## src/rtl/ring_dma_pkg.sv

```systemverilog
package ring_dma_pkg;

  localparam int REG_AW = 3;
  localparam int BYTE_W = 8;
  localparam int CTRL_W = 14;
  localparam logic [CTRL_W-1:0] CTRL_MASK = 14'h3F7F;

  typedef enum logic [REG_AW-1:0] {
    RA_CTRL  = 3'd0,
    RA_PBASE = 3'd1,
    RA_MBASE = 3'd2,
    RA_COUNT = 3'd3,
    RA_STAT  = 3'd4,
    RA_CLEAR = 3'd5
  } reg_addr_e;

  typedef struct packed {
    logic [1:0] prio;
    logic [1:0] msize;
    logic [1:0] psize;
    logic       rsv;
    logic       minc;
    logic       pinc;
    logic       p2m;
    logic       circ;
    logic       hie;
    logic       cie;
    logic       en;
  } ctrl_t;

  typedef enum logic [1:0] {
    ENG_IDLE = 2'd0,
    ENG_RD   = 2'd1,
    ENG_WR   = 2'd2
  } eng_state_e;

  localparam int FLG_GLB = 0;
  localparam int FLG_TC  = 1;
  localparam int FLG_HT  = 2;
  localparam int FLG_ERR = 3;

endpackage

```

## src/rtl/rdc_trigger.sv

```systemverilog
module rdc_trigger (
  input  logic clk,
  input  logic rst,
  input  logic trig,
  input  logic enable,
  input  logic take,
  output logic pending
);

  logic trig_q;

  always_ff @(posedge clk) begin
    if (rst) begin
      trig_q  <= 1'b0;
      pending <= 1'b0;
    end else begin
      trig_q <= trig;
      if (!enable)
        pending <= 1'b0;
      else if (trig && !trig_q)
        pending <= 1'b1;
      else if (take)
        pending <= 1'b0;
    end
  end

endmodule

```

## src/rtl/rdc_engine.sv

```systemverilog
module rdc_engine
  import ring_dma_pkg::*;
#(
  parameter int ADDR_W = 32,
  parameter int CNT_W  = 16
) (
  input  logic              clk,
  input  logic              rst,
  input  logic              enable,
  input  logic              pending,
  input  logic              p2m,
  input  logic              pinc,
  input  logic              minc,
  input  logic              circ,
  input  logic [ADDR_W-1:0] pbase,
  input  logic [ADDR_W-1:0] mbase,
  input  logic [CNT_W-1:0]  prog_cnt,
  input  logic              cnt_load,
  input  logic              bus_ack,
  input  logic              bus_err,
  input  logic [BYTE_W-1:0] bus_rdata,
  output logic              take,
  output logic              busy,
  output logic              bus_req,
  output logic              bus_we,
  output logic [ADDR_W-1:0] bus_addr,
  output logic [BYTE_W-1:0] bus_wdata,
  output logic [CNT_W-1:0]  remaining,
  output logic              evt_half,
  output logic              evt_done,
  output logic              evt_err
);

  eng_state_e        state;
  logic [ADDR_W-1:0] cur_p, cur_m;
  logic [ADDR_W-1:0] src_a, dst_a;
  logic [ADDR_W-1:0] nxt_p, nxt_m;
  logic [CNT_W-1:0]  rem_dec, half_mark;

  assign src_a     = p2m ? cur_p : cur_m;
  assign dst_a     = p2m ? cur_m : cur_p;
  assign nxt_p     = cur_p + ADDR_W'(pinc);
  assign nxt_m     = cur_m + ADDR_W'(minc);
  assign rem_dec   = remaining - CNT_W'(1);
  assign half_mark = prog_cnt - (prog_cnt >> 1);
  assign take      = (state == ENG_IDLE) && pending && enable && (remaining != '0);
  assign busy      = (state != ENG_IDLE);

  always_ff @(posedge clk) begin
    if (rst) begin
      state     <= ENG_IDLE;
      cur_p     <= '0;
      cur_m     <= '0;
      remaining <= '0;
      bus_req   <= 1'b0;
      bus_we    <= 1'b0;
      bus_addr  <= '0;
      bus_wdata <= '0;
      evt_half  <= 1'b0;
      evt_done  <= 1'b0;
      evt_err   <= 1'b0;
    end else begin
      evt_half <= 1'b0;
      evt_done <= 1'b0;
      evt_err  <= 1'b0;
      unique case (state)
        ENG_IDLE: begin
          if (take) begin
            state    <= ENG_RD;
            bus_req  <= 1'b1;
            bus_we   <= 1'b0;
            bus_addr <= src_a;
          end
        end
        ENG_RD: begin
          if (bus_ack) begin
            if (bus_err) begin
              evt_err <= 1'b1;
              bus_req <= 1'b0;
              state   <= ENG_IDLE;
            end else begin
              bus_wdata <= bus_rdata;
              bus_we    <= 1'b1;
              bus_addr  <= dst_a;
              state     <= ENG_WR;
            end
          end
        end
        ENG_WR: begin
          if (bus_ack) begin
            bus_req <= 1'b0;
            bus_we  <= 1'b0;
            state   <= ENG_IDLE;
            if (bus_err) begin
              evt_err <= 1'b1;
            end else begin
              if (rem_dec == half_mark && rem_dec != '0)
                evt_half <= 1'b1;
              if (rem_dec == '0) begin
                evt_done <= 1'b1;
                if (circ) begin
                  remaining <= prog_cnt;
                  cur_p     <= pbase;
                  cur_m     <= mbase;
                end else begin
                  remaining <= '0;
                  cur_p     <= nxt_p;
                  cur_m     <= nxt_m;
                end
              end else begin
                remaining <= rem_dec;
                cur_p     <= nxt_p;
                cur_m     <= nxt_m;
              end
            end
          end
        end
        default: state <= ENG_IDLE;
      endcase
      if (cnt_load) begin
        remaining <= prog_cnt;
        cur_p     <= pbase;
        cur_m     <= mbase;
      end
    end
  end

endmodule

```

## src/rtl/rdc_regs.sv

```systemverilog
module rdc_regs
  import ring_dma_pkg::*;
#(
  parameter int ADDR_W = 32,
  parameter int CNT_W  = 16,
  parameter int REG_DW = 32,
  parameter int CH_IDX = 2
) (
  input  logic              clk,
  input  logic              rst,
  input  logic              reg_we,
  input  logic [REG_AW-1:0] reg_addr,
  input  logic [REG_DW-1:0] reg_wdata,
  output logic [REG_DW-1:0] reg_rdata,
  input  logic [CNT_W-1:0]  remaining,
  input  logic              evt_half,
  input  logic              evt_done,
  input  logic              evt_err,
  output ctrl_t             ctrl,
  output logic [ADDR_W-1:0] pbase,
  output logic [ADDR_W-1:0] mbase,
  output logic [CNT_W-1:0]  prog_cnt,
  output logic              cnt_load,
  output logic              irq
);

  localparam int GRP_LSB = 4 * CH_IDX;

  logic              f_tc, f_ht, f_err;
  logic [3:0]        clr_grp;
  logic [3:0]        grp;
  logic [REG_DW-1:0] stat_v;
  logic [REG_DW-1:0] rd_mux;
  logic              clr_hit;

  assign clr_hit = reg_we && (reg_addr == RA_CLEAR);
  assign clr_grp = clr_hit ? reg_wdata[GRP_LSB +: 4] : 4'b0000;
  assign grp     = {f_err, f_ht, f_tc, f_tc | f_ht | f_err};

  always_comb begin
    stat_v = '0;
    stat_v[GRP_LSB +: 4] = grp;
  end

  always_comb begin
    unique case (reg_addr)
      RA_CTRL:  rd_mux = REG_DW'(ctrl);
      RA_PBASE: rd_mux = REG_DW'(pbase);
      RA_MBASE: rd_mux = REG_DW'(mbase);
      RA_COUNT: rd_mux = REG_DW'(remaining);
      RA_STAT:  rd_mux = stat_v;
      default:  rd_mux = '0;
    endcase
  end

  always_ff @(posedge clk) begin
    if (rst) begin
      ctrl      <= '0;
      pbase     <= '0;
      mbase     <= '0;
      prog_cnt  <= '0;
      cnt_load  <= 1'b0;
      f_tc      <= 1'b0;
      f_ht      <= 1'b0;
      f_err     <= 1'b0;
      irq       <= 1'b0;
      reg_rdata <= '0;
    end else begin
      cnt_load <= 1'b0;
      if (reg_we) begin
        unique case (reg_addr)
          RA_CTRL:  ctrl <= ctrl_t'(reg_wdata[CTRL_W-1:0] & CTRL_MASK);
          RA_PBASE: if (!ctrl.en) pbase <= reg_wdata[ADDR_W-1:0];
          RA_MBASE: if (!ctrl.en) mbase <= reg_wdata[ADDR_W-1:0];
          RA_COUNT: if (!ctrl.en) begin
            prog_cnt <= reg_wdata[CNT_W-1:0];
            cnt_load <= 1'b1;
          end
          default: ;
        endcase
      end
      if (evt_err)
        ctrl.en <= 1'b0;
      f_tc  <= evt_done | (f_tc  & ~(clr_grp[FLG_TC]  | clr_grp[FLG_GLB]));
      f_ht  <= evt_half | (f_ht  & ~(clr_grp[FLG_HT]  | clr_grp[FLG_GLB]));
      f_err <= evt_err  | (f_err & ~(clr_grp[FLG_ERR] | clr_grp[FLG_GLB]));
      irq       <= (f_tc & ctrl.cie) | (f_ht & ctrl.hie);
      reg_rdata <= rd_mux;
    end
  end

endmodule

```

## src/rtl/ring_dma_channel.sv

```systemverilog
module ring_dma_channel
  import ring_dma_pkg::*;
#(
  parameter int ADDR_W = 32,
  parameter int CNT_W  = 16,
  parameter int REG_DW = 32,
  parameter int CH_IDX = 2
) (
  input  logic              clk,
  input  logic              rst,
  input  logic              reg_we,
  input  logic [2:0]        reg_addr,
  input  logic [REG_DW-1:0] reg_wdata,
  output logic [REG_DW-1:0] reg_rdata,
  input  logic              trig,
  output logic              irq,
  output logic              bus_req,
  output logic              bus_we,
  output logic [ADDR_W-1:0] bus_addr,
  output logic [7:0]        bus_wdata,
  input  logic              bus_ack,
  input  logic              bus_err,
  input  logic [7:0]        bus_rdata
);

  ctrl_t             ctrl;
  logic [ADDR_W-1:0] pbase, mbase;
  logic [CNT_W-1:0]  prog_cnt, remaining;
  logic              cnt_load, pending, take, busy, ch_en;
  logic              evt_half, evt_done, evt_err;

  assign ch_en = ctrl.en;

  rdc_regs #(
    .ADDR_W(ADDR_W), .CNT_W(CNT_W), .REG_DW(REG_DW), .CH_IDX(CH_IDX)
  ) u_regs (
    .clk(clk), .rst(rst),
    .reg_we(reg_we), .reg_addr(reg_addr), .reg_wdata(reg_wdata), .reg_rdata(reg_rdata),
    .remaining(remaining),
    .evt_half(evt_half), .evt_done(evt_done), .evt_err(evt_err),
    .ctrl(ctrl), .pbase(pbase), .mbase(mbase), .prog_cnt(prog_cnt),
    .cnt_load(cnt_load), .irq(irq)
  );

  rdc_trigger u_trig (
    .clk(clk), .rst(rst), .trig(trig), .enable(ch_en), .take(take), .pending(pending)
  );

  rdc_engine #(
    .ADDR_W(ADDR_W), .CNT_W(CNT_W)
  ) u_eng (
    .clk(clk), .rst(rst),
    .enable(ch_en), .pending(pending),
    .p2m(ctrl.p2m), .pinc(ctrl.pinc), .minc(ctrl.minc), .circ(ctrl.circ),
    .pbase(pbase), .mbase(mbase), .prog_cnt(prog_cnt), .cnt_load(cnt_load),
    .bus_ack(bus_ack), .bus_err(bus_err), .bus_rdata(bus_rdata),
    .take(take), .busy(busy),
    .bus_req(bus_req), .bus_we(bus_we), .bus_addr(bus_addr), .bus_wdata(bus_wdata),
    .remaining(remaining),
    .evt_half(evt_half), .evt_done(evt_done), .evt_err(evt_err)
  );

endmodule

```

## config.mk

```make
export PLATFORM = sky130hd
export DESIGN_NAME = ring_dma_channel
export DESIGN_NICKNAME = d
export VERILOG_FILES = /design/src/rtl/ring_dma_pkg.sv /design/src/rtl/rdc_trigger.sv /design/src/rtl/rdc_engine.sv /design/src/rtl/rdc_regs.sv /design/src/rtl/ring_dma_channel.sv
export SDC_FILE = /design/constraint.sdc
export NUM_CORES = 1
export LEC_CHECK = 0
export CAP_MARGIN = 10
export CORE_ASPECT_RATIO = 1.1
export CORE_MARGIN = 3
export CORE_UTILIZATION = 30
export DETAILED_ROUTE_END_ITERATION = 8
export PLACE_DENSITY = 0.6
export REMOVE_ABC_BUFFERS = 1
export SLEW_MARGIN = 20
export SYNTH_ARGS = -nofsm -noshare
export SYNTH_HDL_FRONTEND = slang
export SYNTH_HIERARCHICAL = 1
export SYNTH_SLANG_ARGS = --single-unit
```

## constraint.sdc

```tcl
create_clock -name clk -period 3.2 [get_ports clk]
set_clock_uncertainty 0.2 [all_clocks]
set_input_delay 0.96 -clock clk [delete_from_list [all_inputs] [get_ports clk]]
set_output_delay 0.96 -clock clk [all_outputs]
set_load 0.02 [all_outputs]
```

==> impl_metrics.csv, run 1 <==
group,metric,value,unit
timing,worst_pin_slew,0.900,ns
yosys,syn_area,14000,sq um
worst_setup_path,cp.required,3.48,ns
pwr,p_switching,0.00189,W
flow_run,drv_cap,0,
clocking,numCtsBuffers,28,
place,placed_cells,2409,
pwr,power_frac_clock,45.4,%
hold_path,worstHoldEndpoint,"u_eng/bus_wdata[2]",
pwr,p_leak,6.01,nW
timing,slew-limit-headroom,40.0,%
final_layout,syn_to_final_growth,24.9,%
timing,grt_setup_unrepaired,"true",
pwr,max-vdd-ir-drop,0.360,mV
place,dp_hpwl,33700,microns
worst_setup_path,startpoint,"u_eng/remaining[0]",
detailed_routing,wl_per_cell,19.0,microns
status,status,"complete, no violations",
worst_setup_path,critPathKind,"reg -> reg",
yosys,postSynthCellCount,1715,
grt,grt_pass1_wl,72400,microns
pwr,p_seq_share,43.6,%
final_layout,nets,1935,
floorplan,die-width,212,microns
worst_setup_path,worstReg2RegEnd,"u_eng/remaining[7]",
hold_path,hold_start,"u_eng/bus_wdata[2]",
pwr,sw_frac_of_total,25.0,%
grt,grt_pass1_vias,12811,
worst_setup_path,r2r-start,"u_eng/remaining[0]",
worst_setup_path,worstPathArrival,3.39,ns
floorplan,ios,124,
pwr,p_comb_share,11.0,%
timing,fin_crit_sh,97.2,%
detailed_routing,dr.pass1.iters,6,
clocking,root_buffer,"clkbuf_16",
hold_path,hold_path_depth,2,
pwr,p_int,0.00568,W
floorplan,die_h,232,microns
timing,setup_violations,0,
detailed_routing,viasPerCell,5.39,
worst_setup_path,r2r_cells,13,
clocking,ctsLongestPathBuffers,3,
clocking,worstSkewPairLatency,0.56,ns
timing,hold_viol,0,
final_layout,utilization,38.1,%
worst_setup_path,critPathMaxFanout,9,
hold_path,min_path_type,"reg -> reg",
clocking,htree_levels,1,
detailed_routing,final_antenna_net_count,0,
final_layout,drive_gt1_share,18.6,%
yosys,avgSynthCellArea,8.14,sq um
detailed_routing,drt_iter0_markers,1149,
floorplan,coreArea,45800,sq um
clocking,clk_pin_slew_worst_paths,0.06,ns
grt,antenna_found_initial,1,
place,portBuffers,123,
final_layout,instances_no_fill,2467,
grt,gr-total-overflow,0,
clocking,cts_tree,"done",
clocking,cts.sinks,259,
floorplan,die_area,49200,sq um
timing,fin_tns_setup,0,ns
timing,final_max_slew_viol_count,0,
place,gp_congestion,0.902,
grt,grt.total_usage,18.3,%
yosys,ys_warn_count,6,
timing,hold_ws,0.256,ns
floorplan,start_util,30.5,%
worst_setup_path,cp-end-kind,"flop",
timing,min_period,3.11,ns
worst_setup_path,startpoint_type,"flop",
detailed_routing,wl,46800,microns
pwr,powerDensity,434,nW/um^2
timing,fmax,0.322,GHz
floorplan,rows,82,
worst_setup_path,ff2ff_setup_slack,0.09,ns
grt,grt_max_degree,154,
detailed_routing,vias,13289,
detailed_routing,drc,0,
registers in the layout (all words and copies together), names as in the netlist, 2 cells and up:
register	cells
u_eng/bus_addr	32
u_eng/bus_wdata	8
u_eng/cur_m	32
u_eng/cur_p	32
u_eng/remaining	16
u_eng/state	2
u_regs/ctrl	13
u_regs/mbase	32
u_regs/pbase	32
u_regs/prog_cnt	16
u_regs/reg_rdata	32
metal layers:
| layer | global-route usage, % | part of all wire [%] | up-vias |
|---|---|---|---|
| met5 | 0 | 0 | - |
| met4 | 6.62 | 3.3 | 0 |
| met3 | 1.88 | 4.9 | 86 |
| met2 | 31.4 | 48 | 402 |
| met1 | 23.9 | 44 | 6380 |
| li1 | - | - | 6421 |
per-stage QoR:
step                      cell area (sq um)  power, W  setup slack (ns)
after CTS                             17300   0.00762           0.00342
after detailed placement              16300   0.00418            -0.157
after floorplan                       13300   0.00378             -2.19
final                                 17400   0.00757            0.0903
after global routing                  17400   0.00784           -0.0276
after global placement                16300   0.00418            -0.149
layout make-up:
class | count | area [sq um]
timing repair buffer | 243 | 2350
tap | 588 | 736
clock inverter | 11 | 169
sequential | 259 | 5190
clock buffer | 38 | 798
multi-input combinational | 1293 | 8070
inverter | 34 | 128
fill | 4613 | 28300
antenna | 1 | 2.50
power groups by stage:
stage / clock (W) / combinational [W] / sequential, W
floorplan: 0 / 0.000416 / 0.00337
global placement: 0 / 0.000808 / 0.00337
detailed placement: 0 / 0.000812 / 0.00337
CTS: 0.00351 / 0.000816 / 0.00330
global route: 0.00364 / 0.000890 / 0.00330
finish: 0.00344 / 0.000832 / 0.00330
cell usage in the layout (no fill, tap or decap), drive strengths merged, types with 12 or more instances in the layout:
cell type,instances
nand2,280
dfxtp,259
a21oi,169
nor2,145
clkdlybuf4s50,121
buf,120
nand3,70
o21ai,68
mux2i,58
a31oi,53
nor3,50
a211oi,47
clkbuf,40
inv,33
xnor2,28
nor4,28
ha,26
a22oi,25
nand4,23
and2,22
nor2b,18
or3,14
and3,13
o22ai,12
or2,12
how the worst max path moves through the flow:
| stage | endpoint | depth (start not counted) | slack [ns] |
|---|---|---|---|
| 2_1_floorplan | u_eng/cur_p[17] | 9 | -2.19 |
| 3_3_place_gp | u_eng/evt_half | 8 | -0.15 |
| 3_5_place_dp | u_eng/evt_half | 8 | -0.16 |
| 4_1_cts | u_eng/cur_p[18] | 12 | 0.003 |
| 5_1_grt | u_eng/cur_m[10] | 13 | -0.03 |
| 6_report | u_eng/remaining[7] | 13 | 0.09 |
repair_timing:
action / in CTS / in global routing
gates cloned: 0 / 1
setup endpoints to repair: 2 / 59
hold buffers: 0 / 0
buffers inserted: 1 / 6
pin swaps: 2 / 6
gates resized for setup: 1 / 24
critical path, stage by stage, from the launching register on:
cell     delay (ns)
dfxtp_2        0.34
buf_4          0.11
ha_1           0.15
or4b_4         0.48
nor3_1         0.16
a22o_1         0.20
nand4_1        0.19
o31ai_4        0.33
buf_12         0.19
buf_6          0.15
and2_4         0.15
buf_6          0.13
a22oi_1        0.09
a21oi_1        0.16
Note: power is estimated with default switching activity, not from simulation.
==> run 2: changes to the inputs <==
--- a/config.mk
+++ b/config.mk
@@ -9,6 +9,7 @@
 export CORE_ASPECT_RATIO = 1.1
 export CORE_MARGIN = 3
 export CORE_UTILIZATION = 30
+export CTS_CLUSTER_SIZE = 30
 export DETAILED_ROUTE_END_ITERATION = 8
 export PLACE_DENSITY = 0.6
 export REMOVE_ABC_BUFFERS = 1
==> results of run 2 <==
The final DEF is identical to that of run 1; final timing and power are the same.
==> run 3: changes to the inputs <==
--- a/config.mk
+++ b/config.mk
@@ -11,6 +11,7 @@
 export CORE_UTILIZATION = 30
 export CTS_CLUSTER_SIZE = 30
 export DETAILED_ROUTE_END_ITERATION = 8
+export MAX_ROUTING_LAYER = met4
 export PLACE_DENSITY = 0.6
 export REMOVE_ABC_BUFFERS = 1
 export SLEW_MARGIN = 20
==> run 3 against run 2 <==
Core utilization up 0.12 points. First-iteration DRC count down 1.7%. Routed wire length up 1.3%. Sequential power about the same. Final cell count up 0.20%. Register-to-register slack better by 0.02 ns. Power up 0.21%. Critical path depth down 2. Die area unchanged. Non-clock buffer count up 1. Fmax up 0.73%. Critical endpoint is now u_eng/evt_half. Largest cell class unchanged.
==> impl_metrics.csv, run 3 (synthesis results as in run 1) <==
group,metric,value,unit
timing,setup_slack,0.113,ns
place,dp_hpwl,33900,microns
worst_setup_path,worstPathArrival,3.38,ns
floorplan,coreArea,45800,sq um
detailed_routing,viasPerCell,5.44,
final_layout,final_cell_mix,"dfxtp_1, nand2_1, nor2_1, clkdlybuf4s50_1, a21oi_1",
detailed_routing,drt_iter0_markers,1129,
worst_setup_path,cpMostUsedCell,"nand4_1",
pwr,powerDensity,434,nW/um^2
pwr,p_leak,6.01,nW
flow_run,drv_cap,0,
grt,grt_pass1_vias,12803,
clocking,ctsLongestPathBuffers,3,
clocking,clk_pin_slew_worst_paths,0.06,ns
timing,fin_crit_sh,96.5,%
clocking,root_buffer,"clkbuf_16",
pwr,p_seq_share,43.5,%
worst_setup_path,critPathMaxStageDelay,0.54,ns
worst_setup_path,critPathKind,"reg -> reg",
final_layout,fillers,4651,
floorplan,start_util,30.5,%
floorplan,die_area,49200,sq um
worst_setup_path,cp-end-kind,"flop",
clocking,cts_hold_buf,0,
place,preCtsSetupSlack,-0.205,ns
final_layout,syn_to_final_growth,25.3,%
pwr,p_comb_share,11.2,%
timing,final_max_slew_viol_count,0,
detailed_routing,dr.pass1.iters,7,
timing,worst_pin_slew,0.822,ns
grt,grt_max_degree,152,
pwr,p_switching,0.00197,W
floorplan,rows,82,
place,portBuffers,123,
final_layout,ff_latch_area,5190,sq um
detailed_routing,final_antenna_net_count,0,
floorplan,die_h,232,microns
pwr,p_total,0.00759,W
clocking,numCtsBuffers,29,
final_layout,antenna_cells,0,
timing,slew-limit-headroom,45.2,%
pwr,p_int,0.00562,W
pwr,sw_frac_of_total,26.0,%
worst_setup_path,worst-path-buf-inv,2,
grt,antenna_found_initial,0,
detailed_routing,vias,13448,
clocking,htree_levels,1,
clocking,worstSkewPairLatency,0.58,ns
place,gp_congestion,0.914,
grt,grt.total_usage,19.0,%
worst_setup_path,cpMaxStageDelayCell,"fa_2",
floorplan,die-width,212,microns
worst_setup_path,crit_family,"simple AND/OR/NAND/NOR gates",
pwr,max-vdd-ir-drop,0.374,mV
status,status,"complete, no violations",
pwr,power_frac_clock,45.3,%
detailed_routing,wl_per_cell,19.2,microns
final_layout,multi_input_area,8080,sq um
detailed_routing,drc,0,
worst_setup_path,startpoint_type,"flop",
worst_setup_path,critPathMaxFanout,2,
timing,hold_viol,0,
clocking,cts.sinks,259,
worst_setup_path,cp.required,3.49,ns
hold_path,min_path_type,"reg -> reg",
grt,gr-total-overflow,0,
final_layout,final_common_cell,"dfxtp_1",
worst_setup_path,path_cells,"inv_1, ha_1, fa_2, xor2_1, nor2_1, buf_4, nand4_1, a2111oi_2, nand4_1, or4_4, nor4_2",
final_layout,nets,1937,
final_layout,drive_gt1_share,18.9,%
timing,setup_violations,0,
timing,grt_setup_unrepaired,"true",
detailed_routing,wl,47400,microns
clocking,cts_tree,"done",
grt,grt_pass1_wl,73300,microns
timing,fmax,0.324,GHz
floorplan,ios,124,
timing,min_period,3.09,ns
==> run 3: cell count changes in the layout (fill, tap and decap cells not counted), moves of 2 or more <==
| cell | previous run | this run |
|---|---|---|
| clkinv_2 | 5 | 9 |
| clkbuf_8 | 7 | 4 |
| nor3_2 | 1 | 4 |
| buf_12 | 13 | 15 |
| clkbuf_1 | 4 | 6 |
| clkbuf_16 | 29 | 31 |
| clkinv_4 | 0 | 2 |
| nor3_1 | 46 | 44 |
==> run 3: final cells by class <==
type	count	share of cell area (%)
inverter	34	0.730
multi-input combinational	1293	46.2
timing repair buffer	244	13.7
clock inverter	16	1.03
clock buffer	38	4.51
sequential	259	29.7
tap	588	4.21
==> run 3: final timing paths <==
check                     startpoint              end  slack, ns  cells after the start
setup / recovery  u_regs/prog_cnt[0]   u_eng/evt_half       0.11                     11
hold / removal       u_regs/ctrl[10]  u_regs/ctrl[10]       0.26                      2
setup reg to reg  u_regs/prog_cnt[0]   u_eng/evt_half       0.11                     11
hold reg to reg      u_regs/ctrl[10]  u_regs/ctrl[10]       0.26                      2
==> run 3: timing repair <==
item,CTS,global route
resized for setup,0,23
buffers inserted,0,2
endpoints found under the hold margin,0,0
setup endpoints to repair,0,80
==> run 3: per-layer routing <==
| layer | up-vias | wire [microns] | track usage [%] |
|---|---|---|---|
| li1 | 6445 | - | - |
| met1 | 6478 | 20800 | 24.5 |
| met2 | 436 | 22600 | 31.0 |
| met3 | 89 | 2330 | 2.15 |
| met4 | 0 | 1670 | 6.62 |
| met5 | - | 0 | - |
==> run 3: tightest hold or removal path, delay by kind of cell, from the launching register on <==
family,cells,cell delay (ns)
AOI/OAI and AO/OA,1,0.05
DFF,1,0.31
and+or+nand+nor,1,0.05
==> run 3: power groups by stage <==
| stage | Clock (W) | Sequential [W] | Combinational (W) |
|---|---|---|---|
| 2_1_floorplan | 0 | 0.00337 | 0.000416 |
| 3_5_place_dp | 0 | 0.00337 | 0.000826 |
| 6_report | 0.00343 | 0.00330 | 0.000853 |
| 5_1_grt | 0.00365 | 0.00330 | 0.000915 |
| 4_1_cts | 0.00352 | 0.00330 | 0.000831 |
| 3_3_place_gp | 0 | 0.00337 | 0.000824 |
==> run 3: metrics by stage <==
stage | utilization (%) | instance area (sq um) | instances | setup TNS (ns) | hold WS (ns)
global placement | 35.8 | 16400 | 2414 | -0.139 | 0.241
floorplan | - | 13300 | 1586 | -175.38 | 0.199
global route | 38.2 | 17500 | 2472 | -0.107 | 0.275
CTS | 37.9 | 17300 | 2468 | 0 | 0.257
finish | 38.2 | 17500 | 2472 | 0 | 0.256
detailed placement | 35.8 | 16400 | 2414 | -0.205 | 0.249
